<file path="config.mk">
export PLATFORM = sky130hd
export DESIGN_NAME = sio_rx_core
export DESIGN_NICKNAME = d
export VERILOG_FILES = /design/src/rtl/sio_rx_pkg.sv /design/src/rtl/sio_rx_lowrun.sv /design/src/rtl/sio_rx_frame.sv /design/src/rtl/sio_rx_queue.sv /design/src/rtl/sio_rx_core.sv
export SDC_FILE = /design/constraint.sdc
export NUM_CORES = 1
export LEC_CHECK = 0
export CORE_ASPECT_RATIO = 1.75
export CORE_MARGIN = 3
export CORE_UTILIZATION = 54
export CTS_CLUSTER_DIAMETER = 60
export DETAILED_ROUTE_END_ITERATION = 8
export MAX_ROUTING_LAYER = met4
export PLACE_DENSITY = 0.75
export SLEW_MARGIN = 15
export SYNTH_ARGS = -nofsm -noshare
export SYNTH_HDL_FRONTEND = slang
export SYNTH_SLANG_ARGS = --single-unit
</file>
<file path="constraint.sdc">
create_clock -name clk -period 2.65 [get_ports clk]
set_input_delay 0.53 -clock clk [delete_from_list [all_inputs] [get_ports clk]]
set_output_delay 0.53 -clock clk [all_outputs]
set_load 0.01 [all_outputs]
</file>
<file path="src/rtl/sio_rx_pkg.sv">
package sio_rx_pkg;

    typedef enum logic [1:0] {
        PAR_NONE  = 2'd0,
        PAR_EVEN  = 2'd1,
        PAR_ODD   = 2'd2,
        PAR_FIXED = 2'd3
    } par_mode_e;

    typedef enum logic [2:0] {
        ST_IDLE,
        ST_START,
        ST_DATA,
        ST_PAR,
        ST_STOP,
        ST_BRK_WAIT,
        ST_BRK_HOLD
    } rx_state_e;

    typedef struct packed {
        logic       ovr;
        logic       addr;
        logic       brk;
        logic       ferr;
        logic       perr;
        logic [7:0] data;
    } rx_ent_t;

    // Parity check result: 1 means the received parity bit is wrong
    function automatic logic par_bad(par_mode_e mode, logic [7:0] d, logic p, logic lvl);
        logic ones_odd;
        ones_odd = ^{d, p};
        case (mode)
            PAR_EVEN:  par_bad = ones_odd;
            PAR_ODD:   par_bad = ~ones_odd;
            PAR_FIXED: par_bad = (p != lvl);
            default:   par_bad = 1'b0;
        endcase
    endfunction

endpackage

</file>
<file path="src/rtl/sio_rx_lowrun.sv">
module sio_rx_lowrun #(
    parameter int RUN_W = 9
) (
    input  logic             clk,
    input  logic             rst,
    input  logic             tick_i,
    input  logic             rxd_i,
    output logic [RUN_W-1:0] run_o,
    output logic [RUN_W-1:0] run_nxt_o
);
    localparam logic [RUN_W-1:0] RUN_MAX = '1;

    // Saturating count of consecutive low ticks
    always_comb begin
        run_nxt_o = run_o;
        if (tick_i) begin
            if (rxd_i)
                run_nxt_o = '0;
            else if (run_o != RUN_MAX)
                run_nxt_o = run_o + 1'b1;
        end
    end

    always_ff @(posedge clk) begin
        if (rst) run_o <= '0;
        else     run_o <= run_nxt_o;
    end

endmodule

</file>
<file path="src/rtl/sio_rx_frame.sv">
module sio_rx_frame
    import sio_rx_pkg::*;
#(
    parameter int OVS   = 16,
    parameter int RUN_W = 9
) (
    input  logic             clk,
    input  logic             rst,
    input  logic             tick_i,
    input  logic             rxd_i,
    input  logic [1:0]       cfg_len_i,
    input  logic [1:0]       cfg_par_i,
    input  logic             cfg_par_lvl_i,
    input  logic             cfg_mdrop_i,
    input  logic [RUN_W-1:0] run_i,
    input  logic [RUN_W-1:0] run_nxt_i,
    output logic             push_o,
    output rx_ent_t          ent_o,
    output logic             brk_begin_o,
    output logic             brk_end_o
);
    localparam int CNT_W = $clog2(OVS);
    localparam logic [CNT_W-1:0] CNT_MID  = CNT_W'(OVS / 2 - 1);
    localparam logic [CNT_W-1:0] CNT_LAST = CNT_W'(OVS - 1);

    rx_state_e        st;
    logic [CNT_W-1:0] cnt;
    logic [2:0]       bit_idx;
    logic [7:0]       shreg;
    logic             pbit;
    logic             awake;

    logic             par_on;
    logic [2:0]       last_idx;
    logic [RUN_W-1:0] ft;
    rx_ent_t          cand;
    logic             keep_cand;
    logic             keep_brk;

    always_comb begin
        par_on    = cfg_mdrop_i || (par_mode_e'(cfg_par_i) != PAR_NONE);
        last_idx  = 3'(3'd4 + {1'b0, cfg_len_i});
        ft        = RUN_W'(OVS * (7 + int'(cfg_len_i) + (par_on ? 1 : 0)));
        cand      = '0;
        cand.data = shreg;
        cand.perr = cfg_mdrop_i ? 1'b0
                                : par_bad(par_mode_e'(cfg_par_i), shreg, pbit, cfg_par_lvl_i);
        cand.addr = cfg_mdrop_i & pbit;
        keep_cand = !cfg_mdrop_i || awake || cand.addr;
        keep_brk  = !cfg_mdrop_i || awake;
    end

    always_ff @(posedge clk) begin
        if (rst) begin
            st          <= ST_IDLE;
            cnt         <= '0;
            bit_idx     <= '0;
            shreg       <= '0;
            pbit        <= 1'b0;
            awake       <= 1'b0;
            push_o      <= 1'b0;
            ent_o       <= '0;
            brk_begin_o <= 1'b0;
            brk_end_o   <= 1'b0;
        end else begin
            push_o      <= 1'b0;
            brk_begin_o <= 1'b0;
            brk_end_o   <= 1'b0;
            if (!cfg_mdrop_i) awake <= 1'b0;
            if (tick_i) begin
                case (st)
                    ST_IDLE: begin
                        if (!rxd_i) begin
                            st      <= ST_START;
                            cnt     <= '0;
                            bit_idx <= '0;
                            shreg   <= '0;
                            pbit    <= 1'b0;
                        end
                    end
                    ST_START: begin
                        if (cnt == CNT_MID) begin
                            cnt <= '0;
                            st  <= rxd_i ? ST_IDLE : ST_DATA;
                        end else begin
                            cnt <= cnt + 1'b1;
                        end
                    end
                    ST_DATA: begin
                        if (cnt == CNT_LAST) begin
                            cnt            <= '0;
                            shreg[bit_idx] <= rxd_i;
                            if (bit_idx == last_idx) st <= par_on ? ST_PAR : ST_STOP;
                            else                     bit_idx <= bit_idx + 1'b1;
                        end else begin
                            cnt <= cnt + 1'b1;
                        end
                    end
                    ST_PAR: begin
                        if (cnt == CNT_LAST) begin
                            cnt  <= '0;
                            pbit <= rxd_i;
                            st   <= ST_STOP;
                        end else begin
                            cnt <= cnt + 1'b1;
                        end
                    end
                    ST_STOP: begin
                        if (cnt == CNT_LAST) begin
                            cnt <= '0;
                            if (rxd_i) begin
                                ent_o  <= cand;
                                push_o <= keep_cand;
                                if (cfg_mdrop_i && cand.addr) awake <= 1'b1;
                                st     <= ST_IDLE;
                            end else begin
                                st <= ST_BRK_WAIT;
                            end
                        end else begin
                            cnt <= cnt + 1'b1;
                        end
                    end
                    ST_BRK_WAIT: begin
                        if (rxd_i) begin
                            ent_o      <= cand;
                            ent_o.ferr <= 1'b1;
                            push_o     <= keep_cand;
                            if (cfg_mdrop_i && cand.addr) awake <= 1'b1;
                            st         <= ST_IDLE;
                        end else if (run_nxt_i >= ft) begin
                            ent_o       <= '0;
                            ent_o.brk   <= 1'b1;
                            ent_o.ferr  <= 1'b1;
                            push_o      <= keep_brk;
                            brk_begin_o <= 1'b1;
                            st          <= ST_BRK_HOLD;
                        end
                    end
                    ST_BRK_HOLD: begin
                        if (rxd_i) begin
                            brk_end_o <= 1'b1;
                            st        <= ST_IDLE;
                        end
                    end
                    default: st <= ST_IDLE;
                endcase
            end
        end
    end

    // a break is only announced once the low run counter has reached the threshold
    p_break_needs_run_r5: assert property (@(posedge clk) disable iff (rst)
        brk_begin_o |-> (run_i >= ft));

    // a break entry carries zero data with the framing flag
    p_break_entry_r5: assert property (@(posedge clk) disable iff (rst)
        (push_o && ent_o.brk) |-> (ent_o.data == 8'h00 && ent_o.ferr));

    // multidrop entries never report a parity error
    p_mdrop_no_perr_r8: assert property (@(posedge clk) disable iff (rst)
        (push_o && cfg_mdrop_i) |-> !ent_o.perr);

    // a start bit that is high again at the confirm tick stores nothing next cycle
    p_false_start_r3: assert property (@(posedge clk) disable iff (rst)
        (st == ST_START && tick_i && cnt == CNT_MID && rxd_i) |=> !push_o);

endmodule

</file>
<file path="src/rtl/sio_rx_queue.sv">
module sio_rx_queue
    import sio_rx_pkg::*;
#(
    parameter int DEPTH = 4
) (
    input  logic    clk,
    input  logic    rst,
    input  logic    push_i,
    input  rx_ent_t ent_i,
    input  logic    pop_i,
    output rx_ent_t head_o,
    output logic    rdy_o,
    output logic    full_o
);
    localparam int PTR_W = (DEPTH > 1) ? $clog2(DEPTH) : 1;
    localparam int CNT_W = $clog2(DEPTH + 1);
    localparam logic [PTR_W-1:0] PTR_LAST = PTR_W'(DEPTH - 1);

    rx_ent_t          mem [DEPTH];
    logic [PTR_W-1:0] rd_ptr;
    logic [PTR_W-1:0] wr_ptr;
    logic [PTR_W-1:0] newest;
    logic [CNT_W-1:0] count;
    logic             do_pop;
    logic             do_wr;
    logic             do_ovr;
    rx_ent_t          ovr_ent;

    always_comb begin
        rdy_o       = (count != '0);
        full_o      = (count == CNT_W'(DEPTH));
        do_pop      = pop_i && rdy_o;
        do_wr       = push_i && (!full_o || do_pop);
        do_ovr      = push_i && full_o && !do_pop;
        newest      = (wr_ptr == '0) ? PTR_LAST : wr_ptr - 1'b1;
        ovr_ent     = ent_i;
        ovr_ent.ovr = 1'b1;
        head_o      = rdy_o ? mem[rd_ptr] : '0;
    end

    for (genvar gi = 0; gi < DEPTH; gi++) begin : g_slot
        always_ff @(posedge clk) begin
            if (rst)
                mem[gi] <= '0;
            else if (do_wr && wr_ptr == PTR_W'(gi))
                mem[gi] <= ent_i;
            else if (do_ovr && newest == PTR_W'(gi))
                mem[gi] <= ovr_ent;
        end
    end

    always_ff @(posedge clk) begin
        if (rst) begin
            rd_ptr <= '0;
            wr_ptr <= '0;
            count  <= '0;
        end else begin
            if (do_wr)  wr_ptr <= (wr_ptr == PTR_LAST) ? '0 : wr_ptr + 1'b1;
            if (do_pop) rd_ptr <= (rd_ptr == PTR_LAST) ? '0 : rd_ptr + 1'b1;
            if (do_wr && !do_pop)      count <= count + 1'b1;
            else if (do_pop && !do_wr) count <= count - 1'b1;
        end
    end

    // a stored character makes the queue ready in the next cycle
    p_push_sets_rdy_r6: assert property (@(posedge clk) disable iff (rst)
        push_i |=> rdy_o);

    // popping a full queue without a push frees an entry
    p_pop_frees_r6: assert property (@(posedge clk) disable iff (rst)
        (pop_i && full_o && !push_i) |=> !full_o);

    // an overrun keeps the queue full and marks the newest entry
    p_ovr_stays_full_r7: assert property (@(posedge clk) disable iff (rst)
        (push_i && full_o && !pop_i) |=> (full_o && mem[$past(newest)].ovr));

    // reset leaves the queue empty
    p_reset_empty_r9: assert property (@(posedge clk)
        rst |=> (!rdy_o && !full_o));

endmodule

</file>
<file path="src/rtl/sio_rx_core.sv">
module sio_rx_core
    import sio_rx_pkg::*;
#(
    parameter int OVS   = 16,
    parameter int DEPTH = 4
) (
    input  logic       clk,
    input  logic       rst,
    input  logic       tick_16x_i,
    input  logic       rxd_i,
    input  logic [1:0] cfg_len_i,
    input  logic [1:0] cfg_par_i,
    input  logic       cfg_par_lvl_i,
    input  logic       cfg_mdrop_i,
    input  logic       pop_i,
    output logic       rdy_o,
    output logic       full_o,
    output logic [7:0] rx_data_o,
    output logic       rx_perr_o,
    output logic       rx_ferr_o,
    output logic       rx_brk_o,
    output logic       rx_addr_o,
    output logic       rx_ovr_o,
    output logic       brk_begin_o,
    output logic       brk_end_o
);
    localparam int RUN_W = $clog2(OVS * 12) + 1;

    logic [RUN_W-1:0] run;
    logic [RUN_W-1:0] run_nxt;
    logic             push;
    rx_ent_t          ent;
    rx_ent_t          head;

    sio_rx_lowrun #(.RUN_W(RUN_W)) i_lowrun (
        .clk       (clk),
        .rst       (rst),
        .tick_i    (tick_16x_i),
        .rxd_i     (rxd_i),
        .run_o     (run),
        .run_nxt_o (run_nxt)
    );

    sio_rx_frame #(.OVS(OVS), .RUN_W(RUN_W)) i_frame (
        .clk           (clk),
        .rst           (rst),
        .tick_i        (tick_16x_i),
        .rxd_i         (rxd_i),
        .cfg_len_i     (cfg_len_i),
        .cfg_par_i     (cfg_par_i),
        .cfg_par_lvl_i (cfg_par_lvl_i),
        .cfg_mdrop_i   (cfg_mdrop_i),
        .run_i         (run),
        .run_nxt_i     (run_nxt),
        .push_o        (push),
        .ent_o         (ent),
        .brk_begin_o   (brk_begin_o),
        .brk_end_o     (brk_end_o)
    );

    sio_rx_queue #(.DEPTH(DEPTH)) i_queue (
        .clk    (clk),
        .rst    (rst),
        .push_i (push),
        .ent_i  (ent),
        .pop_i  (pop_i),
        .head_o (head),
        .rdy_o  (rdy_o),
        .full_o (full_o)
    );

    assign rx_data_o = head.data;
    assign rx_perr_o = head.perr;
    assign rx_ferr_o = head.ferr;
    assign rx_brk_o  = head.brk;
    assign rx_addr_o = head.addr;
    assign rx_ovr_o  = head.ovr;

    // a break start and a break end never coincide
    p_brk_pulses_apart_r5: assert property (@(posedge clk) disable iff (rst)
        brk_begin_o |=> !brk_end_o);

endmodule

</file>
**Word level (Yosys, flattened, before mapping)**

Memories as Yosys holds them, arrays and structs flattened. A register that Yosys moved wholly into a read port is not among the register bits.
Index checks and enable logic that the tools add are counted.
W data, S select, Z words.

- Input port bits: 11
- Bits in registers: 52
- Bits in writable memories: 52
- Memories: 1

- Eq/ne operators: 32
- Bitwise operators: 13
- Magnitude comparators: 3
- Reductions and logical operators: 45
- Muxes and demuxes: 100
- $add $sub $neg: 11

Memories:

| memory | words | width | read ports | clocked after memory_dff | wr ports | RTL line | source |
|---|---|---|---|---|---|---|---|
| i_queue.mem | 4 | 13 | 1 | 1 | 4 | sio_rx_queue.sv:19 | `rx_ent_t mem [DEPTH];` |

Operators by type and width:

| kind | number |
|---|---|
| $mux W13 | 13 |
| $mux W3 | 16 |
| $mux W1 | 46 |
| $mux W9 | 3 |
| $pmux W13 S2 | 1 |
| $pmux W3 S7 | 1 |
| $logic_and A1 B1 Y1 | 16 |
| $mux W8 | 2 |
| $pmux W8 S2 | 1 |
| $eq A2 B2 Y1 const B | 7 |
| $eq A3 B3 Y1 const B | 4 |
| $mux W2 | 6 |
| $mux W4 | 3 |
| $pmux W4 S3 | 1 |
| $ne A2 B1 Y1 const B | 5 |
| $reduce_and A5 Y1 | 2 |
| $reduce_bool A2 Y1 | 5 |
| $add A9 B1 Y9 const B | 1 |
| $ge A9 B9 Y1 | 1 |
| $ne A9 B9 Y1 const B | 1 |
| $reduce_and A9 Y1 | 1 |
| $reduce_xor A9 Y1 | 1 |
| $bwmux W8 | 1 |
| $ne A2 B2 Y1 const B | 4 |
| 35 further kinds | 62 |

**Longest topological paths before layout**

Gate-level depths: netlist (run 1).

- Depth after elaboration: 10
- Mapped depth: 15

**Hierarchy**

A second synthesis (run 1) with hierarchy kept.

- Cells, all modules: 534
- Area, all modules: 5577.8 um2

Modules (own cells, without submodules):

| module | area each (um2) | seq. area each (um2) | times used | cells each |
|---|---|---|---|---|
| sio_rx_queue | 2862.7 | 1741.7 | 1 | 217 |
| sio_rx_frame | 2108.3 | 700.7 | 1 | 243 |
| sio_rx_lowrun | 606.8 | 180.2 | 1 | 74 |

**Worst setup path before layout (run 1)**

Ideal clock, no wire load.

- Path type: in2reg
- Start: input cfg_mdrop_i
- End: register i_frame.ent_o[9] in the netlist's numbering
- Slack: -200 ps
- Stages: 13
- Buffers on the path: 1
- Arrival: 2735 ps
- Path through: nor3_1 inv_1 ha_1 ha_1 inv_1 ha_1 a21oi_1 nor2_1 a2111oi_0 o21ai_1 o21a_1 buf_6 o21a_1

- Longest elaborated chain between the ends: 6

RTL lines:

| item | RTL line | source |
|---|---|---|
| start: declaration | sio_rx_core.sv:14 | `input logic cfg_mdrop_i,` |
| $logic_or A1 B1 Y1 | sio_rx_frame.sv:41 | `par_on = cfg_mdrop_i \|\| (par_mode_e'(cfg_par_i) != PAR_NONE);` |
| $mux W1 | sio_rx_frame.sv:43 | `ft = RUN_W'(OVS * (7 + int'(cfg_len_i) + (par_on ? 1 : 0)));` |
| $add A5 B5 Y5 | sio_rx_frame.sv:43 |  |
| $ge A9 B9 Y1 | sio_rx_frame.sv:130 | `end else if (run_nxt_i >= ft) begin` |
| $ne A3 B2 Y1 (no line) | - |  |
| $reduce_and A5 Y1 (no line) | - |  |
| end signal: assignment | sio_rx_frame.sv:112 | `ent_o <= cand;` |
| end signal: assignment | sio_rx_frame.sv:125 | `ent_o <= cand;` |
| end: declaration | sio_rx_frame.sv:18 | `output rx_ent_t ent_o,` |

Every way passes these cells.
A chain may end at the register's enable or synchronous reset.

**Worst setup path in the final report (run 1)**

- Start: register i_lowrun.run_o[0]
- End: register i_frame.ent_o[2] in the netlist's numbering

- Longest elaborated chain between the ends: 7

RTL lines:

| item | RTL line | source |
|---|---|---|
| start: declaration | sio_rx_lowrun.sv:8 | `output logic [RUN_W-1:0] run_o,` |
| start signal: assignment | sio_rx_lowrun.sv:26 | `else run_o <= run_nxt_o;` |
| $add A9 B1 Y9 / $ne A9 B9 Y1 (equally long branches) | sio_rx_lowrun.sv:20, sio_rx_lowrun.sv:19 |  |
| $mux W9 (*) | sio_rx_lowrun.sv:19 | `else if (run_o != RUN_MAX)` |
| $mux W9 (*) | sio_rx_lowrun.sv:17 | `if (rxd_i)` |
| $mux W9 (*) | sio_rx_lowrun.sv:16 | `if (tick_i) begin` |
| net i_frame.run_nxt_i[7] | sio_rx_frame.sv:16 | `input logic [RUN_W-1:0] run_nxt_i,` |
| $ge A9 B9 Y1 (*) | sio_rx_frame.sv:130 |  |
| $ne A3 B2 Y1 (no line) (*) | - |  |
| $reduce_and A5 Y1 (no line) (*) | - |  |

The timed path passes the listed nets; every way through them passes the cells marked *.

==> results of run 1 <==
[cell usage in the layout, fill, tap and decap left out, types with 6 or more instances in the layout]
cell / n
clkdlybuf4s50_1: 21
mux4_2: 13
o21ai_0: 9
dfxtp_1: 49
buf_4: 57
mux2i_1: 11
xnor2_1: 10
o21ai_1: 6
nand2_1: 23
inv_1: 12
edfxtp_1: 52
ha_1: 12
a21oi_2: 6
nand3b_1: 10
a21oi_1: 20
nand2b_1: 17
ha_4: 6
nor2_1: 47
clkbuf_16: 10
and2_1: 65
nand3_1: 11
o21a_1: 6
[synth_stat cells (11+ instances only)]
| library cell | count |
|---|---|
| a21oi_1 | 26 |
| and2_1 | 65 |
| clkbuf_1 | 16 |
| dfxtp_1 | 53 |
| edfxtp_1 | 52 |
| ha_1 | 18 |
| inv_1 | 17 |
| mux2i_1 | 11 |
| mux4_2 | 13 |
| nand2_1 | 26 |
| nand2b_1 | 18 |
| nand3_1 | 12 |
| nor2_1 | 49 |
| xnor2_1 | 13 |
[per-layer routing]
metal | global-route usage, % | vias up | part of all wire [%]
li1 | - | 1989 | -
met3 | 4.16 | 37 | 3.9
met1 | 23.9 | 1954 | 36
met2 | 41.3 | 107 | 57
met5 | - | - | 0
met4 | 8.84 | 0 | 3.3
[area by class of cell]
class / count / area [um2]
Timing Repair Buffer: 91 / 788
Multi-Input combinational cell: 370 / 2910
Inverter: 17 / 63.8
Clock buffer: 11 / 243
Tap cell: 122 / 153
Sequential cell: 105 / 2630
Clock inverter: 5 / 86.3
Fill cell: 698 / 2770
[worst paths after layout]
| kind | start | to |
|---|---|---|
| max | i_lowrun.run_o[0]$_SDFF_PP0_ | i_frame.ent_o[2]$_SDFFE_PP0P_ |
| min | i_frame.ent_o[6]$_SDFFE_PP0P_ | i_frame.ent_o[6]$_SDFFE_PP0P_ |
| max reg2reg | i_lowrun.run_o[0]$_SDFF_PP0_ | i_frame.ent_o[2]$_SDFFE_PP0P_ |
| min reg2reg | i_frame.ent_o[6]$_SDFFE_PP0P_ | i_frame.ent_o[6]$_SDFFE_PP0P_ |
[registers in the layout, summed over array words and instances, names as in the netlist, named ones only]
register,cells
i_queue.wr_ptr,2
i_frame.bit_idx,3
i_queue.mem,52
i_frame.shreg,8
i_frame.awake,1
i_lowrun.run_o,9
i_frame.pbit,1
i_queue.rd_ptr,2
i_frame.cnt,4
i_frame.push_o,1
i_queue.count,3
i_frame.brk_end_o,1
i_frame.st,3
i_frame.ent_o,12
i_frame.brk_begin_o,1
[power groups by stage]
stage | Sequential (mW) | Combinational [mW] | Clock, mW
floorplan | 1.86 | 0.624 | 0
global placement | 1.87 | 1.04 | 0
detailed placement | 1.88 | 1.06 | 0
CTS | 1.84 | 1.08 | 1.47
global route | 1.86 | 1.24 | 1.55
finish | 1.85 | 1.14 | 1.46
[stage by stage]
stage	hold slack, ns	instance area (um2)	setup TNS, ns	util (%)	cells
after floorplan	0.460	5500	-0.0938	-	521
after global placement	0.482	6160	-10.28	63.9	690
after detailed placement	0.505	6160	-12.09	63.9	690
after CTS	0.515	6620	0	68.7	711
after global routing	0.538	6880	-4.11	71.3	721
final	0.513	6880	-2.89	71.3	721
[logic make-up (layout without fill, tap and decap cells)]
kind of cell / count (synthesis) / in the layout
AOI/OAI and AO/OA: 77 / 78
and+or+nand+nor: 225 / 225
muxes: 27 / 27
adders and majority gates: 19 / 19
buffers and inverters: 47 / 124
xor gates and xnor gates: 21 / 21
DFF: 105 / 105
[timing repair]
| action | in CTS | in global routing |
|---|---|---|
| gates cloned | 1 | 1 |
| endpoints found under the setup margin | 16 | 22 |
| pin swaps | 12 | 21 |
| buffers inserted | 4 | 9 |
| gates resized for setup | 28 | 37 |
[worst min-delay path: stages, from the launching register on]
cell and delay (ns):
dfxtp_1 0.35, nand2b_1 0.08, o21ai_1 0.05
==> results.md, run 1 <==
* Status: finished with violations
* Failing checks: negative setup slack
* Vias in the first global route at 4,098
* Layout cell share with drive strength beyond 1 at 25.4%
* Prevailing post-synth register cell: dfxtp_1
* CP max stage delay at 0.35 ns
* RePlAce Congestion at 0.824
* DRC at 0
* Place WS at -0.855 ns
* Post-route ant nets at 0
* XOR/XNOR Fraction of Synth Area at 3.38%
* Mux cell area share after synthesis at 8.04%
* Syn Nets at 551
* Main combinational cell family by area after synthesis: simple AND/OR/NAND/NOR gates
* Count of state elements after synthesis at 105
* Worst-path cell chain: buf_6 -> and4_4 -> nand2_4 -> nor2_4 -> nand4_1 -> xor2_2 -> a21oi_2 -> ha_4 -> buf_6 -> a2111oi_4 -> o21ai_2 -> buf_4 -> o21a_4 -> o21ai_1
* Rows at 47
* Maximum buffer depth of the clock tree at 2
* First-pass GRT wire length at 19,500 um
* Drt total wl at 12,400 um
* RSZ-0062 raised after global routing: yes
* Reg2Reg Setup Slack at -0.22 ns
* Clk_skew at 0.00900 ns
* Slew Limit Headroom at 46.1%
* Minimum clock period at 2.87 ns
* Post-Synthesis Cells at 521
* Worst r2r path cells at 14
* Final setup viols at 16
* Ys Warns at 0
* Max-cap violations at 0
* Worst skew pair latency at 0.35 ns
* Max-slew violations at 0
* Grt ovf at 0
* Buf+Inv Stages, Crit Path at 3
* Pwr Density at 646 mW/mm2
* Average wire per standard cell at 17.2 um
* Largest net degree at the start of global routing at 31
* Cts hold-fix bufs at 0
* Antenna cells at 0
* EDFF count, synth at 52
* Syn avg cell area at 10.4 um2
* Crit Path Category: flip-flop to flip-flop
* CTS Root Cell: clkbuf_16
* Worst Path Arrival at 3.16 ns
* Fmax at 0.348 GHz
* Max FO, Critical Path at 5
* Starting Density at 56.3%
* Tightest Hold Check Type: flip-flop to flip-flop
* Final net count at 624
* Post-Synth Adder-Cell Area at 4.51%
* Hold Crit Depth at 2
* Vias at 4,087
* GR Util All Layers at 23.0%
* Die W at 81.8 um
* Die Area at 0.0114 mm2
* Simple-gate share of the synthesized area at 23.3%
* IO buf count at 27
* Switching Share at 26.2%
* Seq pwr share at 41.7%
* Mapped cell area at 0.00543 mm2
* DP HPWL at 8360 um
* Top-area cell type share of the netlist area at 28.7%
* Pwr Total at 4.45 mW
* TritonCTS Buffers at 9
* Die height at 139 um
* Clk pwr share at 32.8%
* Cell mode on critical path: buf_6
* Maximum vdd drop at 0.421 mV
* Count of cell types in the netlist at 56
* Worst-path clk slew at 0.07 ns
* Leak at 2.60 nW
* Worst Path Required at 2.93 ns
* Initial antenna violation count at 0
* CP startpoint kind: flip-flop
* Crit. path cell count at 14
* TritonCTS clock tree: done
* Clock sink count at 105
* H-tree depth at 3
* Hold Violations, Final at 0
* Largest area contributor in the netlist: edfxtp_1
* Tcrit/Tclk final at 108%
* Ports at 28
* Drt initial violations at 263
* Core area at 0.00964 mm2
* Worst-Margin Slew at 0.806 ns
* FFs w/ async S/R, synth at 0%
* Area grow syn2layout at 26.5%
* Endpoint type of the worst setup path: flip-flop
* Top post-synthesis cells by area: edfxtp_1 29%, dfxtp_1 20%, and2_1 7.5%
* Drt via density at 5.67
* Critical path's top delay family: compound AO/OA/AOI/OAI gates
* TritonRoute pass-1 iters at 4
* Psw at 1.16 mW
* Compound-Gate Fraction of Synth Area at 8.70%
* Post-synthesis sequential area ratio at 48.3%
* CP max stage cell: dfxtp_2
* Internal power at 3.28 mW
* Power share of the combinational group at 25.6%
* Setup WS post-layout at -0.222 ns
No activity file was read; power rests on OpenSTA's default activity.
==> run 2: changes to the inputs <==
- GPL_TIMING_DRIVEN: default -> 0
==> results.md, run 2 (synthesis results as in run 1) <==
* Status: finished with violations
* Failing checks: negative setup slack
* Ports at 28
* DRC at 0
* Antenna cells at 0
* Max-slew violations at 0
* Clk_skew at 0.00628 ns
* GRT met3 Usage at 3.12%
* Crit Path Category: flip-flop to flip-flop
* Tcrit/Tclk final at 103%
* Switching Share at 25.8%
* Die height at 139 um
* Fin cells at 700
* Minimum clock period at 2.72 ns
* Most frequent cells in the layout: 65 x and2_1, 52 x edfxtp_1, 48 x nor2_1
* Final setup viols at 4
* Layout cell share with drive strength beyond 1 at 20.9%
* Cell mode on critical path: o21a_1
* Worst-path clk slew at 0.07 ns
* Leak at 2.46 nW
* CP max stage cell: dfxtp_4
* Hold Violations, Final at 0
* DP HPWL at 8510 um
* Vias at 3,994
* Vias in the first global route at 4,078
* Die Area at 0.0114 mm2
* Largest net degree at the start of global routing at 18
* Fin area at 0.00661 mm2
* Reg area at 0.00264 mm2
* CTS Root Cell: clkbuf_16
* Placed Cells incl. Taps at 670
* M2 GR Usage at 42.1%
* Worst-Margin Slew at 0.801 ns
* Post-route ant nets at 0
* Most flops, register: i_queue.mem
* Grt ovf at 0
* Clock sink count at 105
* Largest regs: i_queue.mem (52), i_frame.ent_o (12), i_lowrun.run_o (9)
* Max-cap violations at 0
* CP max stage delay at 0.37 ns
* Worst Path Arrival at 2.96 ns
* Area grow syn2layout at 21.6%
* GR Util All Layers at 23.0%
* Drt via density at 5.71
* Number of flip-flops in the largest register at 52
* Core Util, Final at 68.5%
* Rows at 47
* RePlAce Congestion at 0.847
* Placed Area at 0.00594 mm2
* Internal power at 3.28 mW
* TritonCTS Buffers at 9
* Core area at 0.00964 mm2
* Starting Density at 56.3%
* Endpoint type of the worst setup path: flip-flop
* CP startpoint kind: flip-flop
* Initial antenna violation count at 0
* Worst skew pair latency at 0.34 ns
* Power share of the combinational group at 23.9%
* Psw at 1.14 mW
* Worst Path Required at 2.89 ns
* Met1 usage at 23.0%
* Final net count at 603
* Worst-path cell chain: ha_4 -> nand4_1 -> a21oi_2 -> and3_1 -> xnor2_2 -> a21oi_1 -> ha_1 -> nand2_2 -> nor2_1 -> a2111oi_4 -> o21ai_2 -> o21a_1 -> buf_6 -> o21a_1
* GRT busiest layer: met2
* H-tree depth at 3
* First-pass GRT wire length at 19,400 um
* Maximum vdd drop at 0.413 mV
* Maximum buffer depth of the clock tree at 2
* Clk pwr share at 34.3%
* Pwr Density at 668 mW/mm2
* Die W at 81.8 um
* Hold Slack at 0.511 ns
* Drt total wl at 12,000 um
* Drt initial violations at 213
* Tightest Hold Check Type: flip-flop to flip-flop
* Pwr Total at 4.42 mW
* Max FO, Critical Path at 5
* Setup WS post-layout at -0.0712 ns
* IO buf count at 26
* TritonCTS clock tree: done
* Fmax at 0.367 GHz
* Seq pwr share at 41.8%
* Area of the multi-input gates at 0.00287 mm2
* TritonRoute pass-1 iters at 5
* RSZ-0062 raised after global routing: yes
* Commonest non-fill, non-tap cell in the layout: and2_1
* Slew Limit Headroom at 46.6%
* Fill cells at 745
* Average wire per standard cell at 17.1 um
==> run 2: worst max-delay path: cells and delay by family (launching register included) <==
kind                     cells  cell delay, ns
flip-flops                   1            0.37
XOR/XNOR                     1            0.14
adder cells (fa/ha/maj)      2            0.46
AND/OR/NAND/NOR              4            0.51
buffers and inverters        1            0.15
AO/OA/AOI/OAI                6            0.99
==> run 2: area by class of cell <==
class                   count  area share, %
multi-input cells         369           43.4
flip-flops and latches    105           40.0
repair buffers             41           5.59
clock buffers              10           3.47
plain buffers              30           2.58
well taps                 122           2.31
clock inverters             6           1.74
inverters                  17          0.966
==> run 2: timing repair <==
item                       CTS  global route
setup endpoints to repair   26            26
gates cloned                 1             0
hold buffers                 0             0
resized for setup           40            29
pin swaps                   22            11
buffers inserted            10             4
==> run 2: power groups by stage <==
stage / clock network (mW) / registers, mW / logic, mW
2_1_floorplan: 0 / 1.86 / 0.624
3_3_place_gp: 0 / 1.87 / 0.977
3_5_place_dp: 0 / 1.87 / 1.00
4_1_cts: 1.53 / 1.84 / 1.06
5_1_grt: 1.61 / 1.85 / 1.16
6_report: 1.51 / 1.84 / 1.06
==> run 2: final timing paths <==
kind	endpoint	from	slack, ns	cells past startpoint
setup / recovery	i_frame.ent_o[9]$_SDFFE_PP0P_	i_lowrun.run_o[1]$_SDFF_PP0_	-0.07	14
hold / removal	i_queue.count[2]$_SDFFE_PP0P_	i_queue.count[2]$_SDFFE_PP0P_	0.51	2
setup reg to reg	i_frame.ent_o[9]$_SDFFE_PP0P_	i_lowrun.run_o[1]$_SDFF_PP0_	-0.07	14
hold reg to reg	i_queue.count[2]$_SDFFE_PP0P_	i_queue.count[2]$_SDFFE_PP0P_	0.51	2
==> run 2: stage by stage <==
stage,worst slack [ns],setup TNS (ns)
final,-0.0712,-0.128
after floorplan,-0.0938,-0.0938
after global placement,-1.01,-29.75
after global routing,-0.167,-1.44
after detailed placement,-1.03,-19.20
after CTS,-0.110,-0.518
==> run 2: routing by layer <==
| layer | vias to the layer above | part of all wire [%] |
|---|---|---|
| li1 | 1943 | - |
| met1 | 1929 | 35 |
| met2 | 94 | 58 |
| met3 | 28 | 3.4 |
| met4 | 0 | 3.3 |
| met5 | - | 0 |
==> run 3: changes to the inputs <==
- CORE_UTILIZATION: 54 -> 45
- PLACE_DENSITY: 0.75 -> 0.64
==> results.md, run 3 (synthesis results as in run 1) <==
* Die W at 89.1 um
* Largest net degree at the start of global routing at 20
* RSZ-0062 raised after global routing: yes
* CP max stage cell: dfxtp_4
* Fin area at 0.00668 mm2
* Average wire per standard cell at 17.6 um
* Place WS at -1.03 ns
* Placed Area at 0.00596 mm2
* Area grow syn2layout at 22.8%
* Failing checks: negative setup slack
* Max-cap violations at 0
* First-pass GRT wire length at 20,600 um
* Worst-path cell chain: ha_4 -> nand4_1 -> a21oi_2 -> and3_4 -> xnor2_2 -> a21oi_2 -> ha_1 -> nand2_2 -> nor2_2 -> a2111oi_4 -> o21ai_2 -> o21a_1 -> buf_6 -> o21a_1
* Worst-Margin Slew at 0.835 ns
* Max FO, Critical Path at 5
* Drt via density at 5.54
* DRC at 0
* Worst skew pair latency at 0.35 ns
* Drt total wl at 12,800 um
* Critical R2R Launch: i_lowrun.run_o[0]$_SDFF_PP0_
* Worst r2r path cells at 14
* IO buf count at 26
* Placed Cells incl. Taps at 683
* Die height at 151 um
* Setup WS post-layout at -0.244 ns
* Critical Path Source: i_lowrun.run_o[0]$_SDFF_PP0_
* TritonRoute pass-1 iters at 5
* Tightest Hold Check Type: flip-flop to flip-flop
* TritonCTS clock tree: done
* CP startpoint kind: flip-flop
* TritonCTS Buffers at 9
* Crit Reg-Reg Endpoint: i_frame.ent_o[9]$_SDFFE_PP0P_
* Slew Limit Headroom at 44.3%
* Die Area at 0.0135 mm2
* Tcrit/Tclk final at 109%
* Endpoint type of the worst setup path: flip-flop
* Rows at 52
* Fmax at 0.346 GHz
* Layout cell share with drive strength beyond 1 at 22.8%
* Most frequent cells in the layout: 65 x and2_1, 52 x edfxtp_1, 47 x nor2_1
* Buf+Inv Stages, Crit Path at 1
* Maximum vdd drop at 0.300 mV
* Crit Path Category: flip-flop to flip-flop
* Critical path's top delay family: compound AO/OA/AOI/OAI gates
* Hold Slack at 0.509 ns
* Max-slew violations at 0
* Worst Path Required at 2.90 ns
* Post-route ant nets at 0
* Minimum clock period at 2.89 ns
* Worst-path clk slew at 0.08 ns
* Clk_skew at 0.0113 ns
* Setup crit end: i_frame.ent_o[9]$_SDFFE_PP0P_
* Core area at 0.0117 mm2
* Final setup viols at 16
* Most flops, register: i_queue.mem
* Vias at 4,033
* Status: finished with violations
* RePlAce Congestion at 0.872
* Crit. path cell count at 14
* Number of flip-flops in the largest register at 52
* Grt ovf at 0
* Starting Density at 46.4%
* Largest regs: i_queue.mem (52), i_frame.ent_o (12), i_lowrun.run_o (9)
* Final net count at 618
* Initial antenna violation count at 0
* Fin cells at 728
* CP max stage delay at 0.38 ns
* Pwr Density at 626 mW/mm2
* H-tree depth at 3
* Antenna cells at 0
* Ports at 28
* Hold Violations, Final at 0
* Maximum buffer depth of the clock tree at 2
* DP HPWL at 9250 um
* Vias in the first global route at 4,103
* Leak at 2.54 nW
* CTS Root Cell: clkbuf_16
* Drt initial violations at 145
* Clock sink count at 105
* GR Util All Layers at 20.7%
* Commonest non-fill, non-tap cell in the layout: and2_1
* Worst Path Arrival at 3.14 ns
* Setup TNS at -2.54 ns
* Reg2Reg Setup Slack at -0.24 ns
[run 3: changes by cell type in the layout (fill, tap and decap cells not counted), moves of 3 or more]
| cell | before | now |
|---|---|---|
| o21ai_1 | 2 | 6 |
| o21ai_2 | 8 | 4 |
| dlymetal6s2s_1 | 0 | 3 |
| buf_4 | 15 | 28 |
| bufinv_16 | 3 | 0 |
| dfxtp_4 | 4 | 8 |
| a21oi_2 | 5 | 8 |
| a21oi_1 | 22 | 19 |
| clkdlybuf4s50_1 | 20 | 16 |
[run 3: layout make-up]
type                            instances  area [um2]
Fill cell                            1060        5040
Multi-Input combinational cell        369        2840
Sequential cell                       105        2660
Timing Repair Buffer                   56         498
Clock buffer                           10         229
Buffer                                 30         170
Tap cell                              135         169
Inverter                               17        63.8
Clock inverter                          6        51.3
[run 3: worst min-delay path by stage]
stage	start	end	slack [ns]	cells after the start
2_1_floorplan	i_frame.ent_o[9]$_SDFFE_PP0P_	i_frame.ent_o[9]$_SDFFE_PP0P_	0.46	1
3_3_place_gp	i_frame.ent_o[5]$_SDFFE_PP0P_	i_frame.ent_o[5]$_SDFFE_PP0P_	0.48	2
3_5_place_dp	i_frame.ent_o[5]$_SDFFE_PP0P_	i_frame.ent_o[5]$_SDFFE_PP0P_	0.49	2
4_1_cts	i_frame.ent_o[5]$_SDFFE_PP0P_	i_frame.ent_o[5]$_SDFFE_PP0P_	0.50	2
5_1_grt	i_frame.ent_o[6]$_SDFFE_PP0P_	i_frame.ent_o[6]$_SDFFE_PP0P_	0.53	2
6_report	i_queue.count[2]$_SDFFE_PP0P_	i_queue.count[2]$_SDFFE_PP0P_	0.51	2
[run 3: tightest hold or removal path: stages, from the launching register on]
cell	delay, ns
dfxtp_1	0.33
o21ai_0	0.08
a21oi_1	0.06
[run 3: metrics by stage]
| step | total power [mW] | util [%] |
|---|---|---|
| 6_report | 4.18 | 57.0 |
| 5_1_grt | 4.40 | 57.0 |
| 4_1_cts | 4.20 | 55.3 |
| 3_5_place_dp | 2.89 | 50.9 |
| 3_3_place_gp | 2.86 | 50.7 |
| 2_1_floorplan | 2.48 | - |
[run 3: report_power, final]
group	internal, mW	switching, mW
sequential	1.78	0.0645
combinational	0.579	0.492
clock	0.654	0.617
total	3.01	1.17
[run 3: routing by layer]
layer	vias to the layer above	global-route usage (%)	wire length (um)
li1	1976	-	-
met1	1970	20.9	4710
met2	72	39.5	7610
met3	15	2.56	294
met4	0	7.53	225
met5	-	-	0
[run 3: what timing repair did]
| action | CTS | global route |
|---|---|---|
| endpoints found under the setup margin | 26 | 23 |
| gates resized for setup | 39 | 38 |
| cloned | 1 | 0 |
| setup buffers | 19 | 10 |
| pin swaps | 13 | 25 |
| hold buffers | 0 | 0 |
